**config.mk**
```make
export PLATFORM = sky130hd
export DESIGN_NAME = pic_nest_top
export DESIGN_NICKNAME = d
export VERILOG_FILES = /design/src/rtl/pic_pkg.sv /design/src/rtl/pic_req_capture.sv /design/src/rtl/pic_order_fifo.sv /design/src/rtl/pic_service.sv /design/src/rtl/pic_nest_top.sv
export SDC_FILE = /design/constraint.sdc
export NUM_CORES = 1
export LEC_CHECK = 0
export ABC_AREA = 1
export BUFFER_PORTS_ARGS = -buffer_cell sky130_fd_sc_hd__buf_2
export CAP_MARGIN = 5
export CORE_MARGIN = 5
export CORE_UTILIZATION = 30
export DETAILED_ROUTE_END_ITERATION = 8
export PLACE_DENSITY_LB_ADDON = 0.2
export SYNTH_ARGS = -nofsm -noshare
export SYNTH_HDL_FRONTEND = slang
export SYNTH_HIERARCHICAL = 1
export SYNTH_SLANG_ARGS = --single-unit
```
**constraint.sdc**
```tcl
create_clock -name clk -period 11.38 [get_ports clk]
set_clock_uncertainty 0.05 [all_clocks]
set_input_delay 0 -clock clk [delete_from_list [all_inputs] [get_ports clk]]
set_output_delay 0 -clock clk [all_outputs]
set_load 0.03 [all_outputs]
```
**src/rtl/pic_pkg.sv**
```systemverilog
package pic_pkg;

    typedef enum logic {
        MODE_SEQ  = 1'b0,
        MODE_NEST = 1'b1
    } mode_e;

    localparam int MAX_SRC = 32;
    localparam int MAX_IDX_W = 5;

    typedef struct packed {
        logic                 hit;
        logic [MAX_IDX_W-1:0] idx;
    } first_t;

    // lowest set bit of a vector (highest priority)
    function automatic first_t find_first(input logic [MAX_SRC-1:0] v);
        first_t r;
        r = '0;
        for (int i = MAX_SRC - 1; i >= 0; i--) begin
            if (v[i]) begin
                r.hit = 1'b1;
                r.idx = MAX_IDX_W'(i);
            end
        end
        return r;
    endfunction

endpackage

```
**src/rtl/pic_req_capture.sv**
```systemverilog
module pic_req_capture #(
    parameter int N = 8
) (
    input  logic         clk,
    input  logic         rst,
    input  logic [N-1:0] req_i,
    input  logic [N-1:0] clr_i,
    output logic [N-1:0] pend_o,
    output logic [N-1:0] new_o
);
    logic [N-1:0] req_q;
    logic [N-1:0] pend_q;
    logic [N-1:0] rise;
    logic [N-1:0] kept;

    assign rise   = req_i & ~req_q;
    assign kept   = pend_q & ~clr_i;
    assign new_o  = rise & ~kept;
    assign pend_o = pend_q;

    always_ff @(posedge clk) begin
        if (rst) begin
            req_q  <= '0;
            pend_q <= '0;
        end else begin
            req_q  <= req_i;
            pend_q <= kept | rise;
        end
    end

    // a rising edge always leaves its source pending
    a_r2_rise_sets_pending: assert property (@(posedge clk) disable iff (rst)
        (rise != '0) |=> ((pend_q & $past(rise)) == $past(rise)));

endmodule

```
**src/rtl/pic_order_fifo.sv**
```systemverilog
module pic_order_fifo #(
    parameter int N = 8,
    localparam int IDX_W = $clog2(N),
    localparam int CNT_W = $clog2(N + 1)
) (
    input  logic             clk,
    input  logic             rst,
    input  logic [N-1:0]     push_i,
    input  logic             pop_i,
    output logic             empty_o,
    output logic [IDX_W-1:0] head_o
);
    logic [IDX_W-1:0] mem_q [N];
    logic [IDX_W-1:0] mem_n [N];
    logic [CNT_W-1:0] cnt_q;
    logic [CNT_W-1:0] cnt_n;
    logic [CNT_W-1:0] wr;

    always_comb begin
        mem_n = mem_q;
        cnt_n = cnt_q;
        if (pop_i && cnt_q != '0) begin
            for (int j = 0; j < N - 1; j++) begin
                mem_n[j] = mem_q[j + 1];
            end
            cnt_n = cnt_q - 1'b1;
        end
        // same-cycle arrivals go in lowest index first
        wr = cnt_n;
        for (int i = 0; i < N; i++) begin
            if (push_i[i] && wr < CNT_W'(N)) begin
                mem_n[wr[IDX_W-1:0]] = IDX_W'(i);
                wr = wr + 1'b1;
            end
        end
        cnt_n = wr;
    end

    always_ff @(posedge clk) begin
        if (rst) begin
            cnt_q <= '0;
            for (int k = 0; k < N; k++) begin
                mem_q[k] <= '0;
            end
        end else begin
            cnt_q <= cnt_n;
            mem_q <= mem_n;
        end
    end

    assign empty_o = (cnt_q == '0);
    assign head_o  = mem_q[0];

    // queue never exceeds one entry per source
    a_r5_no_overflow: assert property (@(posedge clk) disable iff (rst)
        (int'(cnt_q) - int'(pop_i) + $countones(push_i)) <= N);

    // nothing is taken from an empty queue
    a_r5_pop_nonempty: assert property (@(posedge clk) disable iff (rst)
        pop_i |-> (cnt_q != '0));

endmodule

```
**src/rtl/pic_service.sv**
```systemverilog
module pic_service
    import pic_pkg::*;
#(
    parameter int N = 8,
    localparam int IDX_W = $clog2(N)
) (
    input  logic             clk,
    input  logic             rst,
    input  mode_e            mode_i,
    input  logic [N-1:0]     pend_i,
    input  logic             fifo_empty_i,
    input  logic [IDX_W-1:0] fifo_head_i,
    input  logic             ack_i,
    input  logic             eoi_i,
    output logic             irq_o,
    output logic [IDX_W-1:0] vec_o,
    output logic             take_o,
    output logic [N-1:0]     take_mask_o
);
    logic [N-1:0] isr_q;
    logic [N-1:0] isr_n;
    logic [N-1:0] eoi_mask;
    first_t       hp;
    first_t       hs;

    always_comb begin
        hp = find_first(MAX_SRC'(pend_i));
        hs = find_first(MAX_SRC'(isr_q));
        if (mode_i == MODE_NEST) begin
            irq_o = hp.hit && (!hs.hit || hp.idx < hs.idx);
            vec_o = hp.idx[IDX_W-1:0];
        end else begin
            irq_o = !fifo_empty_i && (isr_q == '0);
            vec_o = fifo_head_i;
        end
        take_o      = ack_i && irq_o;
        take_mask_o = take_o ? (N'(1) << vec_o) : '0;
        eoi_mask    = (eoi_i && hs.hit) ? (N'(1) << hs.idx[IDX_W-1:0]) : '0;
        isr_n       = (isr_q & ~eoi_mask) | take_mask_o;
    end

    always_ff @(posedge clk) begin
        if (rst) begin
            isr_q <= '0;
        end else begin
            isr_q <= isr_n;
        end
    end

    // an accepted acknowledge marks its source in service
    a_r3_take_sets_isr: assert property (@(posedge clk) disable iff (rst)
        take_o |=> isr_q[$past(vec_o)]);

    // sequential mode runs one handler at a time
    a_r4_seq_single: assert property (@(posedge clk) disable iff (rst)
        (mode_i == MODE_SEQ) |-> $onehot0(isr_q));

    // in nested mode a raised request outranks all in-service sources
    a_r6_nest_outranks: assert property (@(posedge clk) disable iff (rst)
        (mode_i == MODE_NEST && irq_o) |->
        ((isr_q & ((N'(2) << vec_o) - N'(1))) == '0));

    // end-of-handler retires exactly one in-service flag
    a_r8_eoi_one: assert property (@(posedge clk) disable iff (rst)
        (eoi_i && !take_o && isr_q != '0) |=>
        ($countones(isr_q) == $countones($past(isr_q)) - 1));

endmodule

```
**src/rtl/pic_nest_top.sv**
```systemverilog
module pic_nest_top
    import pic_pkg::*;
#(
    parameter int N = 8
) (
    input  logic                 clk,
    input  logic                 rst,
    input  logic [N-1:0]         req_i,
    input  logic                 nest_mode_i,
    input  logic                 ack_i,
    input  logic                 eoi_i,
    output logic                 irq_o,
    output logic [$clog2(N)-1:0] vec_o
);
    localparam int IDX_W = $clog2(N);

    mode_e            mode;
    logic [N-1:0]     pend;
    logic [N-1:0]     arrivals;
    logic [N-1:0]     push;
    logic [N-1:0]     take_mask;
    logic             take;
    logic             pop;
    logic             fifo_empty;
    logic [IDX_W-1:0] fifo_head;

    assign mode = mode_e'(nest_mode_i);
    assign push = (mode == MODE_SEQ) ? arrivals : '0;
    assign pop  = take && (mode == MODE_SEQ);

    pic_req_capture #(.N(N)) u_capture (
        .clk    (clk),
        .rst    (rst),
        .req_i  (req_i),
        .clr_i  (take_mask),
        .pend_o (pend),
        .new_o  (arrivals)
    );

    pic_order_fifo #(.N(N)) u_order (
        .clk     (clk),
        .rst     (rst),
        .push_i  (push),
        .pop_i   (pop),
        .empty_o (fifo_empty),
        .head_o  (fifo_head)
    );

    pic_service #(.N(N)) u_service (
        .clk          (clk),
        .rst          (rst),
        .mode_i       (mode),
        .pend_i       (pend),
        .fifo_empty_i (fifo_empty),
        .fifo_head_i  (fifo_head),
        .ack_i        (ack_i),
        .eoi_i        (eoi_i),
        .irq_o        (irq_o),
        .vec_o        (vec_o),
        .take_o       (take),
        .take_mask_o  (take_mask)
    );

    // nothing pending means no interrupt
    a_r1_idle_quiet: assert property (@(posedge clk) disable iff (rst)
        (pend == '0) |-> !irq_o);

    // the presented source is always pending
    a_r3_vec_pending: assert property (@(posedge clk) disable iff (rst)
        irq_o |-> pend[vec_o]);

endmodule

```
# Word-level counts from Yosys, hierarchy flattened
# Index checks and enable logic that the tools add are counted.
[totals]
ff_bits = 52
wordCells = 171
input_bits = 13
[classes]
n_reduce_logical = 28
magnitude_cmp = 25
n_shift = 2
mux = 55
bitwise = 40
add_sub_neg = 9
[ops]
columns = ["cell", "count"]
rows = [
  ["$mux W24", 8],
  ["$mux W6", 16],
  ["$demux W3 S3", 8],
  ["$and A8 B8 Y8", 7],
  ["$not A8 Y8", 7],
  ["$and A16 B16 Y16", 3],
  ["$not A16 Y16", 3],
  ["$or A16 B16 Y16", 3],
  ["$or A8 B8 Y8", 5],
  ["$mux W4", 9],
  ["$add A4 B1 Y4 const B", 8],
  ["$ge A4 B4 Y1 const B", 8],
  ["$lt A4 B1 Y1 const B", 8],
  ["$lt A4 B4 Y1 const B", 8],
  ["$not A3 Y4", 8],
  ["$mux W3", 9],
  ["$and A24 B24 Y24", 1],
  ["$mux W8", 3],
  ["$not A24 Y24", 1],
  ["$or A24 B24 Y24", 1],
  ["$logic_and A1 B1 Y1", 22],
  ["$mux W21", 1],
  ["$shl A1 B3 Y8 const A", 2],
  ["$logic_not A8 Y1", 1],
  ["other kinds (8)", 9],
]

# Logic depth before layout (Yosys ltp)
[logic_depth]
word_depth = 46
mapped_depth = 52

# By module
# Netlist, hierarchy kept.
[by_module_without_submodules]
columns = ["mod", "area_each_um2", "n_inst", "seq_area_each_um2", "cells_per_inst"]
rows = [
  ["pic_order_fifo", 3228.1, 1, 560.5, 550],
  ["pic_service", 812.0, 1, 160.2, 141],
  ["pic_req_capture", 613.1, 1, 320.3, 82],
  ["pic_nest_top", 78.8, 1, 0.0, 19],
]

# Worst setup path after synthesis
# No wires, ideal clock.
[synth_path]
kind = "flip-flop to flip-flop"
startpoint = "register u_service.isr_q[0]"
endpoint = "register u_order.cnt_q[3]"
setup_time_ps = 134
path_slack_ps = 4729
path_stages_with_launch = 41
path_buffers = 0
arrival_ps = 6467
cell_sequence = "dfxtp_1 -> nor4_1 -> inv_1 -> nor2_1 -> inv_1 -> ha_1 -> a211oi_1 -> nand2_2 -> nand2_4 -> nand2_4 -> nor2_4 -> inv_1 -> nor2_1 -> nand3_1 -> nand2_1 -> inv_1 -> ha_1 -> o21ai_2 -> (+5 left out) -> nand4_1 -> nand2_2 -> ha_1 -> o21ai_2 -> inv_1 -> ha_1 -> o21ai_2 -> inv_2 -> ha_1 -> nand4_1 -> nand2_2 -> ha_1 -> inv_1 -> nand4_1 -> nand2_1 -> nor2_1 -> nand3_1 -> a21oi_1"
[synth_rtl]
columns = ["element", "line_no", "rtl"]
rows = [
  ["from (decl)", "pic_service.sv:20", "logic [N-1:0] isr_q;"],
  ["from (signal assigned)", "pic_service.sv:46", "isr_q <= isr_n;"],
  ["$mux W6", "pic_pkg.sv:21", "if (v[i]) begin"],
  ["$lt A5 B5 Y1 or $logic_not A1 Y1 (tied branches)", "pic_service.sv:30", "irq_o = hp.hit && (!hs.hit || hp.idx < hs.idx);"],
  ["$logic_or A1 B1 Y1", "pic_service.sv:30", ""],
  ["$logic_and A1 B1 Y1", "pic_service.sv:30", ""],
  ["$mux W1 *", "pic_service.sv:29", "if (mode_i == MODE_NEST) begin"],
  ["$logic_and A1 B1 Y1 *", "pic_service.sv:36", "take_o = ack_i && irq_o;"],
  ["net take", "pic_nest_top.sv:22", "logic take;"],
  ["$logic_and A1 B1 Y1 *", "pic_nest_top.sv:29", "assign pop = take && (mode == MODE_SEQ);"],
  ["net pop", "pic_nest_top.sv:23", "logic pop;"],
  ["(+18 left out)", "n/a", ""],
  ["$logic_and A1 B1 Y1", "pic_order_fifo.sv:31", "if (push_i[i] && wr < CNT_W'(N)) begin"],
  ["$mux W4 *", "pic_order_fifo.sv:31", ""],
  ["$lt A4 B4 Y1", "pic_order_fifo.sv:31", ""],
  ["$logic_and A1 B1 Y1", "pic_order_fifo.sv:31", ""],
  ["$mux W4 *", "pic_order_fifo.sv:31", ""],
  ["$lt A4 B4 Y1", "pic_order_fifo.sv:31", ""],
  ["$logic_and A1 B1 Y1", "pic_order_fifo.sv:31", ""],
  ["$mux W4 *", "pic_order_fifo.sv:31", ""],
  ["to (signal assigned)", "pic_order_fifo.sv:46", "cnt_q <= cnt_n;"],
  ["to (decl)", "pic_order_fifo.sv:15", "logic [CNT_W-1:0] cnt_q;"],
]
# Mark *: on every way through the listed nets, which the timed path passes. The rest lies on a longest branch.
# A chain may end at the register's enable or synchronous reset.

# Worst setup path after layout
[layout_path]
startpoint = "register u_service.isr_q[0]"
endpoint = "register u_order/mem_q[8] in the netlist's numbering"
[layout_rtl]
columns = ["element", "line_no", "rtl"]
rows = [
  ["$mux W6", "pic_pkg.sv:21", ""],
  ["$lt A5 B5 Y1 or $logic_not A1 Y1 (tied branches)", "pic_service.sv:30", ""],
  ["$logic_or A1 B1 Y1", "pic_service.sv:30", ""],
  ["$logic_and A1 B1 Y1", "pic_service.sv:30", ""],
  ["$mux W1 *", "pic_service.sv:29", ""],
  ["$logic_and A1 B1 Y1 *", "pic_service.sv:36", ""],
  ["net take", "pic_nest_top.sv:22", ""],
  ["$logic_and A1 B1 Y1 *", "pic_nest_top.sv:29", ""],
  ["net pop", "pic_nest_top.sv:23", ""],
  ["(+22 left out)", "n/a", ""],
  ["$mux W4", "pic_order_fifo.sv:31", ""],
  ["$not A3 Y4 (implied by the code)", "pic_order_fifo.sv:32", "mem_n[wr[IDX_W-1:0]] = IDX_W'(i);"],
  ["$ge A4 B4 Y1 (implied by the code) or $lt A4 B1 Y1 (tied branches)", "pic_order_fifo.sv:32", ""],
  ["$logic_and A1 B1 Y1 (implied by the code)", "pic_order_fifo.sv:32", ""],
  ["$mux W3 (implied by the code)", "pic_order_fifo.sv:32", ""],
  ["$demux W3 S3", "pic_order_fifo.sv:32", ""],
  ["$or A24 B24 Y24 (no line)", "n/a", ""],
  ["$mux W24 *", "pic_order_fifo.sv:31", ""],
  ["to (signal assigned)", "pic_order_fifo.sv:47", "mem_q <= mem_n;"],
  ["to (decl)", "pic_order_fifo.sv:13", "logic [IDX_W-1:0] mem_q [N];"],
]
# Marks and branches as above.

==> flow_metrics.env <==
export IMPL_outcome="completed"
export IMPL_gp_congestion=0.849
export IMPL_syn_area_um2=4730
export IMPL_setup_violations=0
export IMPL_finalHoldViolations=0
export IMPL_power_density_nw_per_um2=235
export IMPL_clkLatencyLatePin_ns=0.31
export IMPL_numCtsBuffers=5
export IMPL_ios=17
export IMPL_place_area_um2=4990
export IMPL_syn_to_final_growth_pct=10.7
export IMPL_wl_per_cell_um=13.4
export IMPL_power_internal_mw=0.566
export IMPL_yosysWarnings=6
export IMPL_worst_setup_path_type="reg -> reg"
export IMPL_final_area_um2=5240
export IMPL_slew_violations=0
export IMPL_h_tree_depth=2
export IMPL_synthArstFlopShare=0
export IMPL_vias=4766
export IMPL_cts_tree="done"
export IMPL_cellLeakagePower_nw=2.53
export IMPL_cts_root_buffer="clkbuf_16"
export IMPL_cts_sinks=52
export IMPL_slew_headroom=0.586
export IMPL_critPathMaxFanout=26
export IMPL_syn_inst=792
export IMPL_holdWs_ns=0.0544
export IMPL_syn_num_nets=815
export IMPL_synth_edf_count=0
export IMPL_worst_pin_slew_ns=0.622
export IMPL_holdBufCountCts=9
export IMPL_drive_above_1_share=0.163
export IMPL_pwr_share_seq=0.209
export IMPL_firstDrtPassIters=5
export IMPL_power_switching_mw=0.663
export IMPL_fp_dieArea_um2=18400
export IMPL_antenna_found_initial=0
export IMPL_grt_overflow=0
export IMPL_std_cell_rows=46
export IMPL_total_power_mw=1.23
export IMPL_chipWidth_um=136
export IMPL_drtIter0Drc=330
export IMPL_hpwl_um=11300
export IMPL_comb_power_share=0.657
export IMPL_fp_dieH_um=136
export IMPL_critPathSlowestCell="dfxtp_1"
export IMPL_clkTransAtPathRegs_ns=0.08
export IMPL_via_per_inst=4.65
export IMPL_core_area_um2=15700
export IMPL_ys_seq_area_frac=0.220
export IMPL_ctsResizeCount=0
export IMPL_drtAntennaViolNets=0
export IMPL_clockBufferDepth=2
export IMPL_grt_max_degree=53
export IMPL_worstHoldPathType="in -> reg"
export IMPL_grt_pass1_wl_um=21900
export IMPL_synth_cell_type_count=49
export IMPL_postCtsSetupRepairBufs=0
export IMPL_initial_utilization=0.302
export IMPL_cp_arrival_ns=7.72
export IMPL_drc_errors=0
export IMPL_grt_pass1_vias=4178
export IMPL_end_kind="register"
export IMPL_p_clk_frac=0.134
export IMPL_ys_flop_type="dfxtp_1"
export IMPL_antenna_cells=0
export IMPL_required_ns=11.56
export IMPL_wl_um=13800
export IMPL_track_usage=0.150
export IMPL_period_needed_ns=7.54
export IMPL_grt_setup_unrepaired="false"
export IMPL_synth_ff_latch_count=52
export IMPL_final_nets=832
export IMPL_min_period_over_period=0.662
export IMPL_vdd_drop_max_mv=0.117
export IMPL_numPortBuffers=16
export IMPL_synth_area_per_cell_um2=5.97
export IMPL_worst_path_buf_inv=8
export IMPL_critical_path_top_delay_family="simple AND/OR/NAND/NOR gates"
export IMPL_cpPeakStageDelay_ns=0.37
export IMPL_maxCapViolations=0
export IMPL_fmaxAchievable_ghz=0.133
export IMPL_finalSetupTns_ns=0
export IMPL_cp_common_cell="ha_1"
export IMPL_worstSetupStartpointType="register"
export IMPL_sw_frac_of_total=0.539
-- layer usage --
layer / vias to the layer above / track usage / wire length [um]
met1: 2135 / 0.222 / 7170
met4: 0 / 0.0431 / 249
met2: 77 / 0.226 / 5800
met3: 14 / 0.0208 / 531
met5: - / 0 / 0
li1: 2540 / - / -
-- stage by stage --
step,util,setup slack (ns),instances
2_1_floorplan,-,4.73,792
3_3_place_gp,0.319,4.00,1009
3_5_place_dp,0.319,3.91,1009
4_1_cts,0.335,3.84,1026
5_1_grt,0.335,3.09,1026
6_report,0.335,3.84,1026
-- power groups by stage --
stage	logic [mW]	registers [mW]	clock network (mW)
after detailed placement	0.799	0.261	0
after global placement	0.803	0.262	0
after floorplan	0.653	0.248	0
final	0.808	0.257	0.165
after global routing	0.911	0.262	0.176
after CTS	0.806	0.256	0.169
-- synthesized netlist by cell type, types with 5 or more instances --
library cell	instances	area share
nand2_2	32	0.042
clkbuf_1	6	0.0048
nand3_1	30	0.032
nand2_4	9	0.021
nand3_4	7	0.026
nor3_1	11	0.012
dfxtp_1	52	0.22
a21oi_1	68	0.072
inv_2	20	0.016
ha_1	10	0.026
o21ai_2	5	0.0093
inv_1	130	0.10
nor2_1	104	0.082
o21ai_0	26	0.027
nor2_2	8	0.011
a21oi_2	9	0.017
nand4_1	20	0.026
nand2_1	192	0.15
nor2_4	7	0.017
-- worst paths after layout --
check                                 start                              to  slack, ns  cells past startpoint
max           u_service/isr_q[0]$_SDFF_PP0_     u_order/mem_q[8]$_SDFF_PP0_       3.84                     41
min                                   eoi_i   u_service/isr_q[0]$_SDFF_PP0_       0.05                      4
max reg2reg   u_service/isr_q[0]$_SDFF_PP0_     u_order/mem_q[8]$_SDFF_PP0_       3.84                     41
min reg2reg  u_capture/pend_o[6]$_SDFF_PP0_  u_capture/pend_o[6]$_SDFF_PP0_       0.44                      2
-- final cells by class --
cell class	instances	area [um^2]
fill	1811	10400
multi-input combinational	573	3030
sequential	52	1040
inverter	151	569
tap	216	270
timing repair buffer	26	178
clock buffer	5	125
clock inverter	3	28.8
-- cell families after synthesis --
logic type,count (synthesis),synth area share
xor+xnor,1,0.00185
fa+ha+maj,10,0.0264
simple gates,430,0.441
buf+inv,167,0.140
compound gates,132,0.171
flops,52,0.220
-- worst register-to-register path: cells and delay by family, from the launching register on --
family                   cells  cell delay, ns
AO/OA/AOI/OAI                7            1.44
adder cells (fa/ha/maj)      8            2.22
buffers and inverters        8            0.65
flip-flops                   1            0.37
AND/OR/NAND/NOR             18            2.73
-- flip-flops by register name (all words and copies together) (netlist names) --
| signal | count |
|---|---|
| u_order/cnt_q | 4 |
| u_order/mem_q | 21 |
| u_capture/pend_o | 8 |
| u_capture/req_q | 8 |
| u_service/isr_q | 8 |
| u_order/head_o | 3 |
-- layout by cell type, fill, tap and decap left out, types with 7 or more instances in the layout --
cell type and count:
a21oi_2 9, nand2_2 32, dlygate4sd3_1 9, nand2_4 9
nand2_1 192, o21ai_0 26, a21oi_1 68, nand3_4 7
nor3_1 11, nor2_1 104, nand3_1 30, nand4_1 20
ha_1 10, dfxtp_1 52, nor2_4 7, nor2_2 8
inv_2 20, buf_2 16, inv_1 130
Power figures use the tool's default switching activity.
